[src/rtl/nand_seq_pkg.sv]
package nand_seq_pkg;

  typedef enum logic [3:0] {
    ST_IDLE, ST_CMD1, ST_ADDR, ST_WDATA, ST_CMD2,
    ST_TWB, ST_RB, ST_RDATA, ST_DONE
  } seq_state_t;

  localparam int unsigned MAX_ADDR_CYC = 5;

  // biased field: bit 3 = present, bits 2:0 = cycles-1, capped
  function automatic logic [2:0] addr_cycles(input logic [3:0] fld);
    if (!fld[3]) return 3'd0;
    if (fld[2:0] >= 3'(MAX_ADDR_CYC - 1)) return 3'(MAX_ADDR_CYC);
    return fld[2:0] + 3'd1;
  endfunction

  // byte k of the concatenated address registers
  function automatic logic [7:0] addr_byte(input logic [15:0] lo,
                                           input logic [23:0] hi,
                                           input logic [2:0]  idx);
    case (idx)
      3'd0:    return lo[7:0];
      3'd1:    return lo[15:8];
      3'd2:    return hi[7:0];
      3'd3:    return hi[15:8];
      default: return hi[23:16];
    endcase
  endfunction

endpackage

[src/rtl/nand_seq_buf.sv]
module nand_seq_buf #(
  parameter int DEPTH = 64,
  localparam int AW = $clog2(DEPTH)
) (
  input  logic          clk,
  input  logic          rst_n,
  input  logic          h_we,
  input  logic [AW-1:0] h_addr,
  input  logic [7:0]    h_wdata,
  output logic [7:0]    h_rdata,
  input  logic          e_we,
  input  logic [AW-1:0] e_addr,
  input  logic [7:0]    e_wdata,
  output logic [7:0]    e_rdata
);
  logic [7:0] mem [DEPTH];

  always_ff @(posedge clk) begin
    if (e_we)      mem[e_addr] <= e_wdata;
    else if (h_we) mem[h_addr] <= h_wdata;
  end

  assign h_rdata = mem[h_addr];
  assign e_rdata = mem[e_addr];

  // host and engine never write the buffer in the same cycle
  port_clash_chk: assert property (@(posedge clk) disable iff (!rst_n)
    e_we |-> !h_we);
endmodule

[src/rtl/nand_seq_regs.sv]
module nand_seq_regs #(
  parameter int DLEN_W = 12
) (
  input  logic              clk,
  input  logic              rst_n,
  input  logic              wr_en,
  input  logic [2:0]        addr,
  input  logic [31:0]       wr_data,
  output logic [31:0]       rd_data,
  input  logic              busy,
  input  logic              done_evt,
  output logic              start,
  output logic [31:0]       ctrl_q,
  output logic [8:0]        cmd2_q,
  output logic [15:0]       addr_lo_q,
  output logic [23:0]       addr_hi_q,
  output logic [DLEN_W-1:0] dlen_q,
  output logic              irq_q
);
  logic ctrl_wr, irq_clr;

  assign ctrl_wr = wr_en && (addr == 3'd0) && !busy;
  assign start   = ctrl_wr && wr_data[31];
  assign irq_clr = wr_en && (addr == 3'd5) && wr_data[31];

  always_ff @(posedge clk or negedge rst_n) begin
    if (!rst_n) begin
      ctrl_q    <= '0;
      cmd2_q    <= '0;
      addr_lo_q <= '0;
      addr_hi_q <= '0;
      dlen_q    <= '0;
      irq_q     <= 1'b0;
    end else begin
      if (ctrl_wr) ctrl_q <= wr_data;
      if (wr_en && addr == 3'd1) cmd2_q    <= wr_data[8:0];
      if (wr_en && addr == 3'd2) addr_lo_q <= wr_data[15:0];
      if (wr_en && addr == 3'd3) addr_hi_q <= wr_data[23:0];
      if (wr_en && addr == 3'd4) dlen_q    <= wr_data[DLEN_W-1:0];
      if (done_evt)     irq_q <= 1'b1;
      else if (irq_clr) irq_q <= 1'b0;
    end
  end

  always_comb begin
    case (addr)
      3'd0:    rd_data = ctrl_q;
      3'd1:    rd_data = {23'd0, cmd2_q};
      3'd2:    rd_data = {16'd0, addr_lo_q};
      3'd3:    rd_data = {8'd0, addr_hi_q};
      3'd4:    rd_data = {{(32-DLEN_W){1'b0}}, dlen_q};
      3'd5:    rd_data = {irq_q, 31'd0};
      default: rd_data = '0;
    endcase
  end


  busy_ignore_chk: assert property (@(posedge clk) disable iff (!rst_n)
    (busy && wr_en && addr == 3'd0) |=> $stable(ctrl_q));

  done_flag_chk: assert property (@(posedge clk) disable iff (!rst_n)
    done_evt |=> irq_q);

  w1c_clear_chk: assert property (@(posedge clk) disable iff (!rst_n)
    (irq_clr && !done_evt) |=> !irq_q);
endmodule

[src/rtl/nand_seq_fsm.sv]
module nand_seq_fsm
  import nand_seq_pkg::*;
#(
  parameter int T_LO   = 2,
  parameter int T_HI   = 2,
  parameter int T_WB   = 4,
  parameter int DLEN_W = 12,
  parameter int AW     = 6
) (
  input  logic              clk,
  input  logic              rst_n,
  input  logic              start,
  input  logic [31:0]       start_word,
  input  logic [8:0]        cmd2_q,
  input  logic [15:0]       addr_lo_q,
  input  logic [23:0]       addr_hi_q,
  input  logic [DLEN_W-1:0] dlen_q,
  input  logic              nand_rb,
  input  logic [7:0]        nand_io_in,
  input  logic [7:0]        buf_rdata,
  output logic [AW-1:0]     buf_idx,
  output logic              buf_we,
  output logic [7:0]        buf_wdata,
  output logic              nand_cle,
  output logic              nand_ale,
  output logic              nand_we_n,
  output logic              nand_re_n,
  output logic [1:0]        nand_ce_n,
  output logic [7:0]        nand_io_out,
  output logic              nand_io_oe,
  output logic              busy,
  output logic              done_evt
);
  localparam logic [15:0] CYC_LAST = 16'(T_LO + T_HI - 1);
  localparam logic [15:0] LO_LAST  = 16'(T_LO - 1);
  localparam logic [15:0] WB_LAST  = 16'(T_WB - 1);
  localparam logic [15:0] LO_CNT   = 16'(T_LO);

  seq_state_t st, nxt, after_addr;
  logic [15:0]       ph;
  logic [2:0]        acnt, naddr;
  logic [DLEN_W-1:0] dcnt;
  logic [7:0]        j_op;
  logic [3:0]        j_afld;
  logic              j_rd, j_wr, j_cs1;
  logic              bus_st, cyc_end, strobe_lo;

  assign naddr     = addr_cycles(j_afld);
  assign bus_st    = (st == ST_CMD1) || (st == ST_ADDR) || (st == ST_WDATA) ||
                     (st == ST_CMD2) || (st == ST_RDATA);
  assign cyc_end   = bus_st && (ph == CYC_LAST);
  assign strobe_lo = ph < LO_CNT;

  always_comb begin
    if (j_wr)           after_addr = ST_WDATA;
    else if (cmd2_q[8]) after_addr = ST_CMD2;
    else if (j_rd)      after_addr = ST_TWB;
    else                after_addr = ST_DONE;
  end

  always_comb begin
    nxt = st;
    case (st)
      ST_IDLE:  if (start) nxt = ST_CMD1;
      ST_CMD1:  if (cyc_end) nxt = (naddr != 3'd0) ? ST_ADDR : after_addr;
      ST_ADDR:  if (cyc_end && acnt == naddr - 3'd1) nxt = after_addr;
      ST_WDATA: if (cyc_end && dcnt == dlen_q) nxt = cmd2_q[8] ? ST_CMD2 : ST_DONE;
      ST_CMD2:  if (cyc_end) nxt = ST_TWB;
      ST_TWB:   if (ph == WB_LAST) nxt = ST_RB;
      ST_RB:    if (nand_rb) nxt = (j_rd && !j_wr) ? ST_RDATA : ST_DONE;
      ST_RDATA: if (cyc_end && dcnt == dlen_q) nxt = ST_DONE;
      ST_DONE:  nxt = ST_IDLE;
      default:  nxt = ST_IDLE;
    endcase
  end

  always_ff @(posedge clk or negedge rst_n) begin
    if (!rst_n) begin
      st     <= ST_IDLE;
      ph     <= '0;
      acnt   <= '0;
      dcnt   <= '0;
      j_op   <= '0;
      j_afld <= '0;
      j_rd   <= 1'b0;
      j_wr   <= 1'b0;
      j_cs1  <= 1'b0;
    end else begin
      st <= nxt;
      if (nxt != st || cyc_end) ph <= '0;
      else                      ph <= ph + 16'd1;
      if (st == ST_IDLE && start) begin
        j_op   <= start_word[7:0];
        j_afld <= start_word[30:27];
        j_rd   <= start_word[26];
        j_wr   <= start_word[25];
        j_cs1  <= start_word[19];
        acnt   <= '0;
        dcnt   <= '0;
      end else begin
        if (st == ST_ADDR && cyc_end) acnt <= acnt + 3'd1;
        if ((st == ST_WDATA || st == ST_RDATA) && cyc_end) dcnt <= dcnt + 1'b1;
      end
    end
  end

  assign busy     = (st != ST_IDLE);
  assign done_evt = (st == ST_DONE);

  assign nand_cle    = (st == ST_CMD1) || (st == ST_CMD2);
  assign nand_ale    = (st == ST_ADDR);
  assign nand_io_oe  = nand_cle || nand_ale || (st == ST_WDATA);
  assign nand_we_n   = !(nand_io_oe && strobe_lo);
  assign nand_re_n   = !((st == ST_RDATA) && strobe_lo);
  assign nand_ce_n   = busy ? (j_cs1 ? 2'b01 : 2'b10) : 2'b11;

  always_comb begin
    case (st)
      ST_CMD1:  nand_io_out = j_op;
      ST_CMD2:  nand_io_out = cmd2_q[7:0];
      ST_ADDR:  nand_io_out = addr_byte(addr_lo_q, addr_hi_q, acnt);
      ST_WDATA: nand_io_out = buf_rdata;
      default:  nand_io_out = 8'd0;
    endcase
  end

  assign buf_idx   = AW'(dcnt);
  assign buf_we    = (st == ST_RDATA) && (ph == LO_LAST);
  assign buf_wdata = nand_io_in;

  // checker-side strobe counters
  logic [DLEN_W:0] xfer_seen;
  logic [2:0]      ale_seen;
  logic            data_start, ale_start, job_data;
  assign data_start = (st == ST_WDATA || st == ST_RDATA) && ph == 16'd0;
  assign ale_start  = (st == ST_ADDR) && ph == 16'd0;
  assign job_data   = j_wr || j_rd;

  always_ff @(posedge clk or negedge rst_n) begin
    if (!rst_n) begin
      xfer_seen <= '0;
      ale_seen  <= '0;
    end else if (st == ST_IDLE && start) begin
      xfer_seen <= '0;
      ale_seen  <= '0;
    end else begin
      if (data_start) xfer_seen <= xfer_seen + 1'b1;
      if (ale_start)  ale_seen  <= ale_seen + 3'd1;
    end
  end


  start_cmd_chk: assert property (@(posedge clk) disable iff (!rst_n)
    (!busy && start) |=> (nand_cle && !nand_ale));

  addr_count_chk: assert property (@(posedge clk) disable iff (!rst_n)
    done_evt |-> (ale_seen == naddr));

  xfer_len_chk: assert property (@(posedge clk) disable iff (!rst_n)
    (done_evt && job_data) |-> (xfer_seen == {1'b0, dlen_q} + 1'b1));

  rb_hold_chk: assert property (@(posedge clk) disable iff (!rst_n)
    (st == ST_RB && !nand_rb) |=> (st == ST_RB));
endmodule

[src/rtl/nand_seq_top.sv]
module nand_seq_top #(
  parameter int BUF_DEPTH = 64,
  parameter int DLEN_W    = 12,
  parameter int T_LO      = 2,
  parameter int T_HI      = 2,
  parameter int T_WB      = 4,
  localparam int AW = $clog2(BUF_DEPTH)
) (
  input  logic          clk,
  input  logic          rst_n,
  input  logic          reg_wr,
  input  logic [2:0]    reg_addr,
  input  logic [31:0]   reg_wdata,
  output logic [31:0]   reg_rdata,
  input  logic          buf_we,
  input  logic [AW-1:0] buf_addr,
  input  logic [7:0]    buf_wdata,
  output logic [7:0]    buf_rdata,
  output logic          irq,
  output logic [1:0]    nand_ce_n,
  output logic          nand_cle,
  output logic          nand_ale,
  output logic          nand_we_n,
  output logic          nand_re_n,
  output logic [7:0]    nand_io_out,
  output logic          nand_io_oe,
  input  logic [7:0]    nand_io_in,
  input  logic          nand_rb
);
  logic              start, busy, done_evt;
  logic [31:0]       ctrl_q;
  logic [8:0]        cmd2_q;
  logic [15:0]       addr_lo_q;
  logic [23:0]       addr_hi_q;
  logic [DLEN_W-1:0] dlen_q;
  logic [AW-1:0]     e_idx;
  logic              e_we;
  logic [7:0]        e_wdata, e_rdata;

  nand_seq_regs #(.DLEN_W(DLEN_W)) i_regs (
    .clk(clk), .rst_n(rst_n), .wr_en(reg_wr), .addr(reg_addr),
    .wr_data(reg_wdata), .rd_data(reg_rdata), .busy(busy),
    .done_evt(done_evt), .start(start), .ctrl_q(ctrl_q),
    .cmd2_q(cmd2_q), .addr_lo_q(addr_lo_q), .addr_hi_q(addr_hi_q),
    .dlen_q(dlen_q), .irq_q(irq)
  );

  nand_seq_fsm #(.T_LO(T_LO), .T_HI(T_HI), .T_WB(T_WB),
                 .DLEN_W(DLEN_W), .AW(AW)) i_fsm (
    .clk(clk), .rst_n(rst_n), .start(start), .start_word(reg_wdata),
    .cmd2_q(cmd2_q), .addr_lo_q(addr_lo_q), .addr_hi_q(addr_hi_q),
    .dlen_q(dlen_q), .nand_rb(nand_rb), .nand_io_in(nand_io_in),
    .buf_rdata(e_rdata), .buf_idx(e_idx), .buf_we(e_we),
    .buf_wdata(e_wdata), .nand_cle(nand_cle), .nand_ale(nand_ale),
    .nand_we_n(nand_we_n), .nand_re_n(nand_re_n), .nand_ce_n(nand_ce_n),
    .nand_io_out(nand_io_out), .nand_io_oe(nand_io_oe),
    .busy(busy), .done_evt(done_evt)
  );

  nand_seq_buf #(.DEPTH(BUF_DEPTH)) i_buf (
    .clk(clk), .rst_n(rst_n), .h_we(buf_we), .h_addr(buf_addr),
    .h_wdata(buf_wdata), .h_rdata(buf_rdata), .e_we(e_we),
    .e_addr(e_idx), .e_wdata(e_wdata), .e_rdata(e_rdata)
  );

  logic unused_ctrl;
  assign unused_ctrl = ^ctrl_q;
endmodule

[config.mk]
export PLATFORM = sky130hd
export DESIGN_NAME = nand_seq_top
export DESIGN_NICKNAME = d
export VERILOG_FILES = /design/src/rtl/nand_seq_pkg.sv /design/src/rtl/nand_seq_buf.sv /design/src/rtl/nand_seq_regs.sv /design/src/rtl/nand_seq_fsm.sv /design/src/rtl/nand_seq_top.sv
export SDC_FILE = /design/constraint.sdc
export NUM_CORES = 1
export LEC_CHECK = 0
export CORE_MARGIN = 8
export CORE_UTILIZATION = 38
export CTS_BUF_LIST = sky130_fd_sc_hd__clkbuf_4 sky130_fd_sc_hd__clkbuf_8 sky130_fd_sc_hd__clkbuf_16
export CTS_CLUSTER_SIZE = 12
export DETAILED_ROUTE_END_ITERATION = 8
export DONT_BUFFER_PORTS = 1
export PLACE_DENSITY_LB_ADDON = 0.1
export SYNTH_ARGS = -nofsm -noshare
export SYNTH_HDL_FRONTEND = slang
export SYNTH_HIERARCHICAL = 1
export SYNTH_SLANG_ARGS = --single-unit
[constraint.sdc]
create_clock -name clk -period 3.8 [get_ports clk]
set_input_delay 0.38 -clock clk [delete_from_list [all_inputs] [get_ports clk]]
set_output_delay 0.38 -clock clk [all_outputs]
set_load 0.005 [all_outputs]
-- Yosys cells after proc, flatten, opt, wreduce, memory -nomap -nowiden
Memory sizes are Yosys's and may differ from the RTL's.
Index checks and enable logic that the tools add are counted.
- flip-flop bits (word level): 144
- bits in latches: 0
- RAM bits: 512
- bits in read-only memories: 0
- output and inout bits: 56
- memories: 1
- memories (name ; words ; bits a word ; rd ports ; clocked after memory_dff ; wr ports ; RTL line ; RTL):
    i_buf.mem ; 64 ; 8 ; 2 ; 0 ; 1 ; nand_seq_buf.sv:16 ; logic [7:0] mem [DEPTH];
- $add $sub $neg: 5
- multiply operators: 0
- divide/modulo/power cells: 0
- order comparisons: 2
- equal/unequal tests: 21
- shift-type cells: 0
- muxes and demuxes: 41
- bitwise gates (word level): 0
- reduce and logical (&&, ||, !) cells: 41
- operator list (operator ; number):
    $pmux 32 s6 ; 1
    $pmux 8 s4 ; 2
    $mux 4 ; 14
    $pmux 4 s8 ; 1
    $mux 12 ; 2
    $logic_and 1x1->1 ; 19
    $mux 3 ; 6
    $add 16x1->16 const B ; 1
    $eq 16x1->1 const B ; 1
    $eq 16x2->1 const B ; 1
    $eq 4x3->1 const B ; 4
    $lt 16x2->1 const B ; 1
    $mux 16 ; 1
    $add 12x1->12 const B ; 1
    $eq 12x12->1 ; 1
    $eq 3x2->1 const B ; 4
    $mux 1 ; 10
    $logic_or 1x1->1 ; 9
    $eq 4x2->1 const B ; 2
    $mux 8 ; 1
    $reduce_or 8->1 ; 1
    $add 3x1->3 const B ; 2
    $eq 3x1->1 const B ; 2
    $eq 3x3->1 const B ; 2
    14 further kinds ; 21

-- Longest topological paths before layout
Gate-level depths: netlist of run 1.
- depth in word-level cells: 13
- mapped depth: 12
- gate-level depth less buffers: 11

-- Hierarchy
The synthesis of run 1 kept the hierarchy.
- by module, submodules not included (module ; instances ; cells each ; area each (µm²)):
    nand_seq_buf ; 1 ; 1293 ; 24405.9
    nand_seq_regs ; 1 ; 311 ; 4282.9
    nand_seq_fsm ; 1 ; 416 ; 3559.7

-- Worst setup path before layout of run 1
OpenSTA, ideal clock, no wires.
- path type: flip-flop to flip-flop
- from: register i_fsm.ph[11]
- to: memory i_buf.mem[0][0], data pin
- arrival: 3.081 ns
- slack: 0.363 ns
- stages on the path, launching flop included: 10
- path through: dfrtp_1 nor4_2 nand4_4 nor2_1 nand2b_1 clkbuf_1 clkbuf_1 buf_1 nand2_1 nand2_1
- cells in the longest elaborated chain, start to end: 6
- RTL lines (what ; RTL line ; RTL):
    start: declaration ; nand_seq_fsm.sv:40 ; logic [15:0] ph;
    start signal: assignment ; nand_seq_fsm.sv:91 ; else ph <= ph + 16'd1;
    $eq 16x1->1 ; nand_seq_fsm.sv:128 ; assign buf_we = (st == ST_RDATA) && (ph == LO_LAST);
    $logic_and 1x1->1 ; nand_seq_fsm.sv:128 ;
    net e_we ; nand_seq_top.sv:37 ; logic e_we;
    $mux 1 ; nand_seq_buf.sv:19 ; if (e_we) mem[e_addr] <= e_wdata;
    $mux 1 (not written as such) ; nand_seq_buf.sv:20 ; else if (h_we) mem[h_addr] <= h_wdata;
    $reduce_or 8->1 (no line) ; n/a ;
    $mux 8 (no line) ; n/a ;
    end: declaration ; nand_seq_buf.sv:16 ;
The timed path passes the listed nets, and every way through them passes these cells.

-- Worst setup path in the final report of run 1
- from: register i_fsm.dcnt[0]
- to: output port nand_io_out[7]
- cells in the longest elaborated chain, start to end: 2
- RTL lines (what ; RTL line ; RTL):
    start: declaration ; nand_seq_fsm.sv:42 ; logic [DLEN_W-1:0] dcnt;
    start signal: assignment ; nand_seq_fsm.sv:102 ; if ((st == ST_WDATA || st == ST_RDATA) && cyc_end) dcnt <= dcnt + 1'b1;
    $mem_v2 64x8 ; n/a ;
    net e_rdata[7] ; nand_seq_top.sv:38 ; logic [7:0] e_wdata, e_rdata;
    $pmux 8 s4 ; nand_seq_fsm.sv:118 ; case (st)
    end: declaration ; nand_seq_top.sv:25 ; output logic [7:0] nand_io_out,
The timed path passes the listed nets, and every way through them passes these cells.

==> flow_summary_export.csv, run 1 <==
group,metric,value,unit
status,status,"finished, final reports clean",
timing,drv_slew,0,
pwr,p_leak,0.0129,µW
logic_synthesis,yosysUniqueCellTypes,77,
min_path,hold_path_end,"i_regs/irq_q",
cells_and_area,synthToLayoutAreaGrowth,16.1,%
setup_path,crit_arrival,3.33,ns
route,drt_pass1_iterations,5,
floorplanning,die_area,94400,µm²
grt,antenna_found_initial,1,
grt,grt_max_degree,145,
clock_network,clock_latency,0.62,ns
floorplanning,start_util,38.1,%
floorplanning,fp.coreArea,84600,µm²
logic_synthesis,ys_async_sr_fraction,22.0,%
cells_and_area,drive_gt1_share,32.5,%
route,drtIter0Drc,1725,
floorplanning,placementRows,107,
route,vias,19800,
logic_synthesis,synth_area,32200,µm²
timing,relSlewSlack,22.4,%
timing,max_freq,270,MHz
cells_and_area,fin_nets,2221,
logic_synthesis,synth.top_cells.by_count,"edfxtp_1 (512), mux4_2 (261), nand2_1 (162), dfrtp_1 (144), nor2_1 (127)",
clock_network,numCtsBuffers,76,
grt,grt_pass1_vias,20700,
timing,timing_hold_violations_final,0,
floorplanning,io_pins,118,
timing,skew,0.0242,ns
min_path,hp-class,"in -> reg",
logic_synthesis,synth_top_area_share,47.7,%
setup_path,start_kind,"flip-flop",
setup_path,worst-path-max-fanout,14,
timing,worst_pin_slew,1.16,ns
setup_path,r2r_slack,0.22,ns
timing,fin_setup_tns,0,ns
place,place_hpwl,66800,µm
route,vias_per_cell,5.91,
clock_network,path_clk_slew,0.06,ns
logic_synthesis,synthTopCellsByArea,"edfxtp_1 (48%), mux4_2 (18%), dfrtp_1 (11%)",
cells_and_area,final_cells,3349,
clock_network,cts_tree,"yes",
logic_synthesis,postSynthAreaPerCell,16.0,µm²
logic_synthesis,synth_edf_count,512,
grt,grtUsageTotal,21.2,%
min_path,hold_depth,3,
logic_synthesis,synth_nets,2094,
setup_path,r2r_cells,11,
timing,whs,0.126,ns
timing,fin_crit,3.71,ns
clock_network,cts_sinks,656,
timing,setup_violations,0,
setup_path,r2r_end,"i_buf/mem[37][5]",
logic_synthesis,netlist_instances,2020,
logic_synthesis,ys_ff_latch,656,
route,wirelength,102000,µm
place,io_buffers,0,
flow_run,cap_violations,0,
floorplanning,die_y,307,µm
setup_path,path_class,"reg -> out",
setup_path,worstReg2RegStart,"i_fsm/ph[12]",
logic_synthesis,synth_top_area_cell,"edfxtp_1",
grt,grt_pass1_wl,148000,µm
place,gp_congestion,0.868,
pwr,irDropWorstVdd,0.347,mV
clock_network,htreeDepth,3,
setup_path,crit_path_end_kind,"output pin",
logic_synthesis,yosysWarnings,6,
route,ant_nets,0,
timing,fin_crit_sh,97.6,%
clock_network,root_buffer,"clkbuf_16",
setup_path,worstPathRequired,3.42,ns
place,dp.cells,3164,
pwr,power.density,609,nW/µm²
timing,rsz0062_at_grt,"false",
logic_synthesis,synth-seq-area-share,58.9,%
logic_synthesis,ys.flop_type,"edfxtp_1",
floorplanning,chipWidth,307,µm
grt,gr-total-overflow,0,
route,drc,0,
route,wl_per_cell,30.4,µm
min_path,hp-start,"reg_addr[1]",
logic_synthesis,yosysMostFrequentCell,"edfxtp_1",
clock_network,cts_buffer_depth,3,
==> state kept, by name (all words and copies together), names as in the netlist <==
register	cells
i_buf/mem	512
i_regs/cmd2_q	9
i_fsm/j_op	8
i_regs/addr_hi_q	24
i_fsm/dcnt	12
i_fsm/j_wr	1
i_fsm/st	4
i_fsm/j_cs1	1
i_regs/irq_q	1
i_regs/addr_lo_q	16
i_fsm/j_afld	4
i_fsm/j_rd	1
i_fsm/ph	16
i_regs/ctrl_q	32
i_regs/dlen_q	12
i_fsm/acnt	3
==> power by group <==
group | leakage (µW) | switching (µW) | internal [µW]
clock network | 0.00127 | 2980 | 4470
registers | 0.00640 | 557 | 8350
logic | 0.00520 | 3790 | 2680
==> metrics by stage <==
stage | util, % | instance area [µm²] | power (µW) | setup slack (ns)
after floorplan | - | 32200 | 12800 | 0.363
after global placement | 40.5 | 34200 | 15100 | 0.0746
after detailed placement | 40.5 | 34200 | 15200 | 0.0543
after CTS | 44.1 | 37300 | 22900 | 0.00176
after global routing | 44.2 | 37400 | 23700 | 0.00184
final | 44.2 | 37400 | 22800 | 0.0899
==> worst max-delay path: stages (launching register included) <==
cell and delay [ns]:
dfrtp_4 0.45, buf_12 0.18, buf_16 0.15, buf_16 0.16
mux4_2 0.52, mux4_2 0.56, nor2_1 0.12, a22oi_1 0.14
a22oi_1 0.24, nand3_2 0.16
==> cells by family after synthesis <==
family	count (synthesis)	synth area share (%)
XOR/XNOR	38	1.03
AO/OA/AOI/OAI	236	5.23
flip-flops	656	58.9
buffers and inverters	173	2.86
multiplexers	456	24.9
AND/OR/NAND/NOR	449	6.69
adder cells (fa/ha/maj)	12	0.466
==> worst max path at each step <==
stage / startpoint / slack [ns] / to / cells past startpoint
floorplan: i_fsm/ph[11] / 0.36 / i_buf/mem[0][0] / 9
global placement: i_fsm/ph[11] / 0.07 / i_buf/mem[5][3] / 10
detailed placement: i_fsm/ph[11] / 0.05 / i_buf/mem[5][4] / 10
CTS: i_fsm/dcnt[0] / 0.002 / nand_io_out[7] / 9
global route: i_fsm/dcnt[2] / 0.002 / nand_io_out[5] / 8
finish: i_fsm/dcnt[0] / 0.09 / nand_io_out[7] / 9
==> area by class of cell <==
cell class / count / area, µm²
fillers: 7529 / 47200
flip-flops and latches: 656 / 19000
multi-input cells: 1191 / 12400
clock buffers: 106 / 2250
repair buffers: 201 / 1980
well taps: 1144 / 1430
clock inverters: 29 / 294
inverters: 21 / 78.8
diodes: 1 / 2.50
==> cells in the final DEF, fill, tap and decap left out, types with 24 or more instances in the layout <==
cell / n
edfxtp_1: 512
mux4_2: 261
nand2_1: 154
dfrtp_1: 141
buf_4: 139
nor2_1: 127
mux2_2: 112
clkbuf_16: 83
mux2i_1: 75
a22oi_1: 56
nand3_1: 41
dlygate4sd3_1: 35
xor2_1: 31
o21ai_0: 26
a21oi_1: 24
==> timing repair <==
item | in CTS | in global routing
hold endpoints to repair | 253 | 0
buffers inserted | 5 | 5
resized for setup | 8 | 7
hold buffers | 36 | 0
setup endpoints to repair | 8 | 70
cloned | 0 | 3
pin swaps | 0 | 2
==> metal layers <==
metal	wire length (µm)	GRT usage, %
met5	0	0
met4	3160	6.22
met3	6610	3.66
met2	49500	35.1
met1	42700	28.6
Note: power is estimated with default switching activity, not from simulation.
==> run 2, diff against run 1 <==
--- a/config.mk
+++ b/config.mk
@@ -11,7 +11,7 @@
 export CTS_CLUSTER_SIZE = 12
 export DETAILED_ROUTE_END_ITERATION = 8
 export DONT_BUFFER_PORTS = 1
-export PLACE_DENSITY_LB_ADDON = 0.1
+export PLACE_DENSITY = 0.52
 export SYNTH_ARGS = -nofsm -noshare
 export SYNTH_HDL_FRONTEND = slang
 export SYNTH_HIERARCHICAL = 1
==> run 2 against run 1 <==
  * Fmax is 0.27% higher
  * Global-route usage is 0.79 points lower
  * Power is 1.7% lower
  * Hold slack worse by 0.036 ns
  * Die area stayed put
  * Clock power is 2% lower
  * Register-to-register slack better by 0.21 ns
  * Critical path type unchanged
  * Highest routed layer unchanged
==> flow_summary_export.csv, run 2 (synthesized netlist as in run 1, its figures left out) <==
group,metric,value,unit
status,status,"finished, final reports clean",
clock_network,cts_buffer_depth,3,
timing,fin_setup_tns,0,ns
place,dp.cells,3144,
timing,fin_crit,3.70,ns
clock_network,cts_sinks,656,
flow_run,cap_violations,0,
route,wl_met2,47600,µm
grt,grtUsageTotal,20.4,%
floorplanning,die_y,307,µm
route,wl_per_cell,29.4,µm
route,drc,0,
route,dr_wl_met3,6790,µm
clock_network,htreeDepth,3,
clock_network,numCtsBuffers,76,
floorplanning,placementRows,107,
cells_and_area,fillers,7542,
grt,antenna_found_initial,2,
timing,max_freq,270,MHz
route,top_layer_used,"met4",
pwr,p_clk_share,32.4,%
timing,setup_violations,0,
route,wl_met1,40500,µm
route,vias,19800,
cells_and_area,regMostFlops,"i_buf/mem",
clock_network,cts_tree,"yes",
floorplanning,fp.coreArea,84600,µm²
clock_network,root_buffer,"clkbuf_16",
route,drtIter0Drc,2053,
floorplanning,chipWidth,307,µm
timing,rsz0062_at_grt,"true",
pwr,swShare,32.2,%
clock_network,path_clk_slew,0.06,ns
cells_and_area,reg.largest.list,"i_buf/mem (512), i_regs/ctrl_q (32), i_regs/addr_hi_q (24)",
cells_and_area,final_cell_mix,"edfxtp_1 (512), mux4_2 (261), nand2_1 (154)",
setup_path,worstPathRequired,3.42,ns
timing,skew,0.0230,ns
cells_and_area,drive_gt1_share,31.8,%
pwr,power.density,605,nW/µm²
route,vias_per_cell,5.94,
pwr,p_seq_share,39.6,%
cells_and_area,synthToLayoutAreaGrowth,15.0,%
place,gp_congestion,0.830,
setup_path,crit_arrival,3.32,ns
pwr,combPwrFrac,28.0,%
floorplanning,io_pins,118,
min_path,hp-class,"in -> reg",
pwr,netSwitchingPower,7230,µW
route,wirelength,97900,µm
place,io_buffers,0,
pwr,p_int,15200,µW
setup_path,start_kind,"flip-flop",
grt,grt_pass1_vias,20300,
setup_path,path_class,"reg -> out",
cells_and_area,layout_commonest_cell,"edfxtp_1",
pwr,p_leak,0.0126,µW
cells_and_area,final_cells,3327,
clock_network,clock_latency,0.62,ns
place,place_hpwl,63800,µm
floorplanning,start_util,38.1,%
pwr,total_power,22400,µW
timing,relSlewSlack,28.3,%
timing,drv_slew,0,
floorplanning,die_area,94400,µm²
grt,gr-total-overflow,0,
timing,timing_hold_violations_final,0,
cells_and_area,fin_nets,2192,
setup_path,worst-path-max-fanout,10,
timing,fin_crit_sh,97.4,%
setup_path,crit_path_end_kind,"output pin",
cells_and_area,fin_util,43.8,%
route,drt_pass1_iterations,5,
grt,grt_pass1_wl,143000,µm
cells_and_area,largest_register_ffs,512,
route,ant_nets,0,
pwr,irDropWorstVdd,0.368,mV
timing,worst_pin_slew,1.07,ns
grt,grt_max_degree,145,
## run 2: cell count changes in the layout (fill, tap and decap cells not counted), sizes merged
cell and delta:
clkinv +9, clkbuf -9, inv +3, diode +3, buf -28
## run 2: power by group through the flow
stage                     logic, µW  registers, µW  clock network [µW]
after floorplan                4030           8780                   0
after global placement         5950           9010                   0
after detailed placement       5990           9030                   0
after CTS                      6160           8880                7420
after global routing           6670           8960                7690
final                          6290           8880                7270
## run 2: critical path, cell delays in order (launching register included)
cell and delay, ns:
dfrtp_4 0.57, buf_4 0.19, clkbuf_16 0.19, mux4_2 0.54
mux4_2 0.53, nor2_1 0.18, a22oi_2 0.12, a22oi_1 0.19
nand3_1 0.19
## run 2: worst paths after layout
| path | startpoint | endpoint | slack, ns | cells past startpoint |
|---|---|---|---|---|
| worst min register to register | i_fsm/j_op[1] | i_fsm/j_op[1] | 0.48 | 2 |
| worst max-delay path | i_fsm/dcnt[0] | nand_io_out[7] | 0.1 | 8 |
| worst min-delay path | reg_addr[1] | i_regs/irq_q | 0.09 | 3 |
| max in group asynchronous | rst_n | i_fsm/dcnt[0] | 2.74 | 2 |
| worst max register to register | i_fsm/ph[11] | i_buf/mem[5][3] | 0.43 | 10 |
| min in group asynchronous | rst_n | i_fsm/st[3] | 0.47 | 2 |
## run 2: cell type report
| cell class | instances | area [µm²] | area share [%] |
|---|---|---|---|
| Inverter | 21 | 81.3 | 0.219 |
| Antenna cell | 4 | 10.0 | 0.0270 |
| Multi-Input combinational cell | 1191 | 12500 | 33.6 |
| Timing Repair Buffer | 172 | 1630 | 4.40 |
| Clock inverter | 41 | 352 | 0.948 |
| Clock buffer | 98 | 2120 | 5.72 |
| Sequential cell | 656 | 19000 | 51.2 |
| Tap cell | 1144 | 1430 | 3.86 |
## run 2: timing repair
item / in CTS / in global routing
cloned: 0 / 2
pin swaps: 0 / 1
hold buffers: 36 / 0
setup endpoints to repair: 8 / 8
gates resized for setup: 9 / 18
hold endpoints to repair: 253 / 0
buffers inserted: 1 / 1
## run 2: per-stage QoR
stage                     hold slack (ns)  area (µm²)  setup slack [ns]
after CTS                          0.0451       36900            0.0194
final                              0.0901       37100            0.0997
after global routing               0.0797       37100         -0.000184
after floorplan                    0.0844       32200             0.363
after global placement             0.0889       34000             0.373
after detailed placement           0.0891       34000             0.399
## run 2: per-layer routing
| layer | vias up | global-route usage [%] |
|---|---|---|
| li1 | 8298 | - |
| met5 | - | 0 |
| met1 | 10500 | 27.5 |
| met3 | 162 | 3.90 |
| met4 | 0 | 6.14 |
| met2 | 778 | 33.5 |
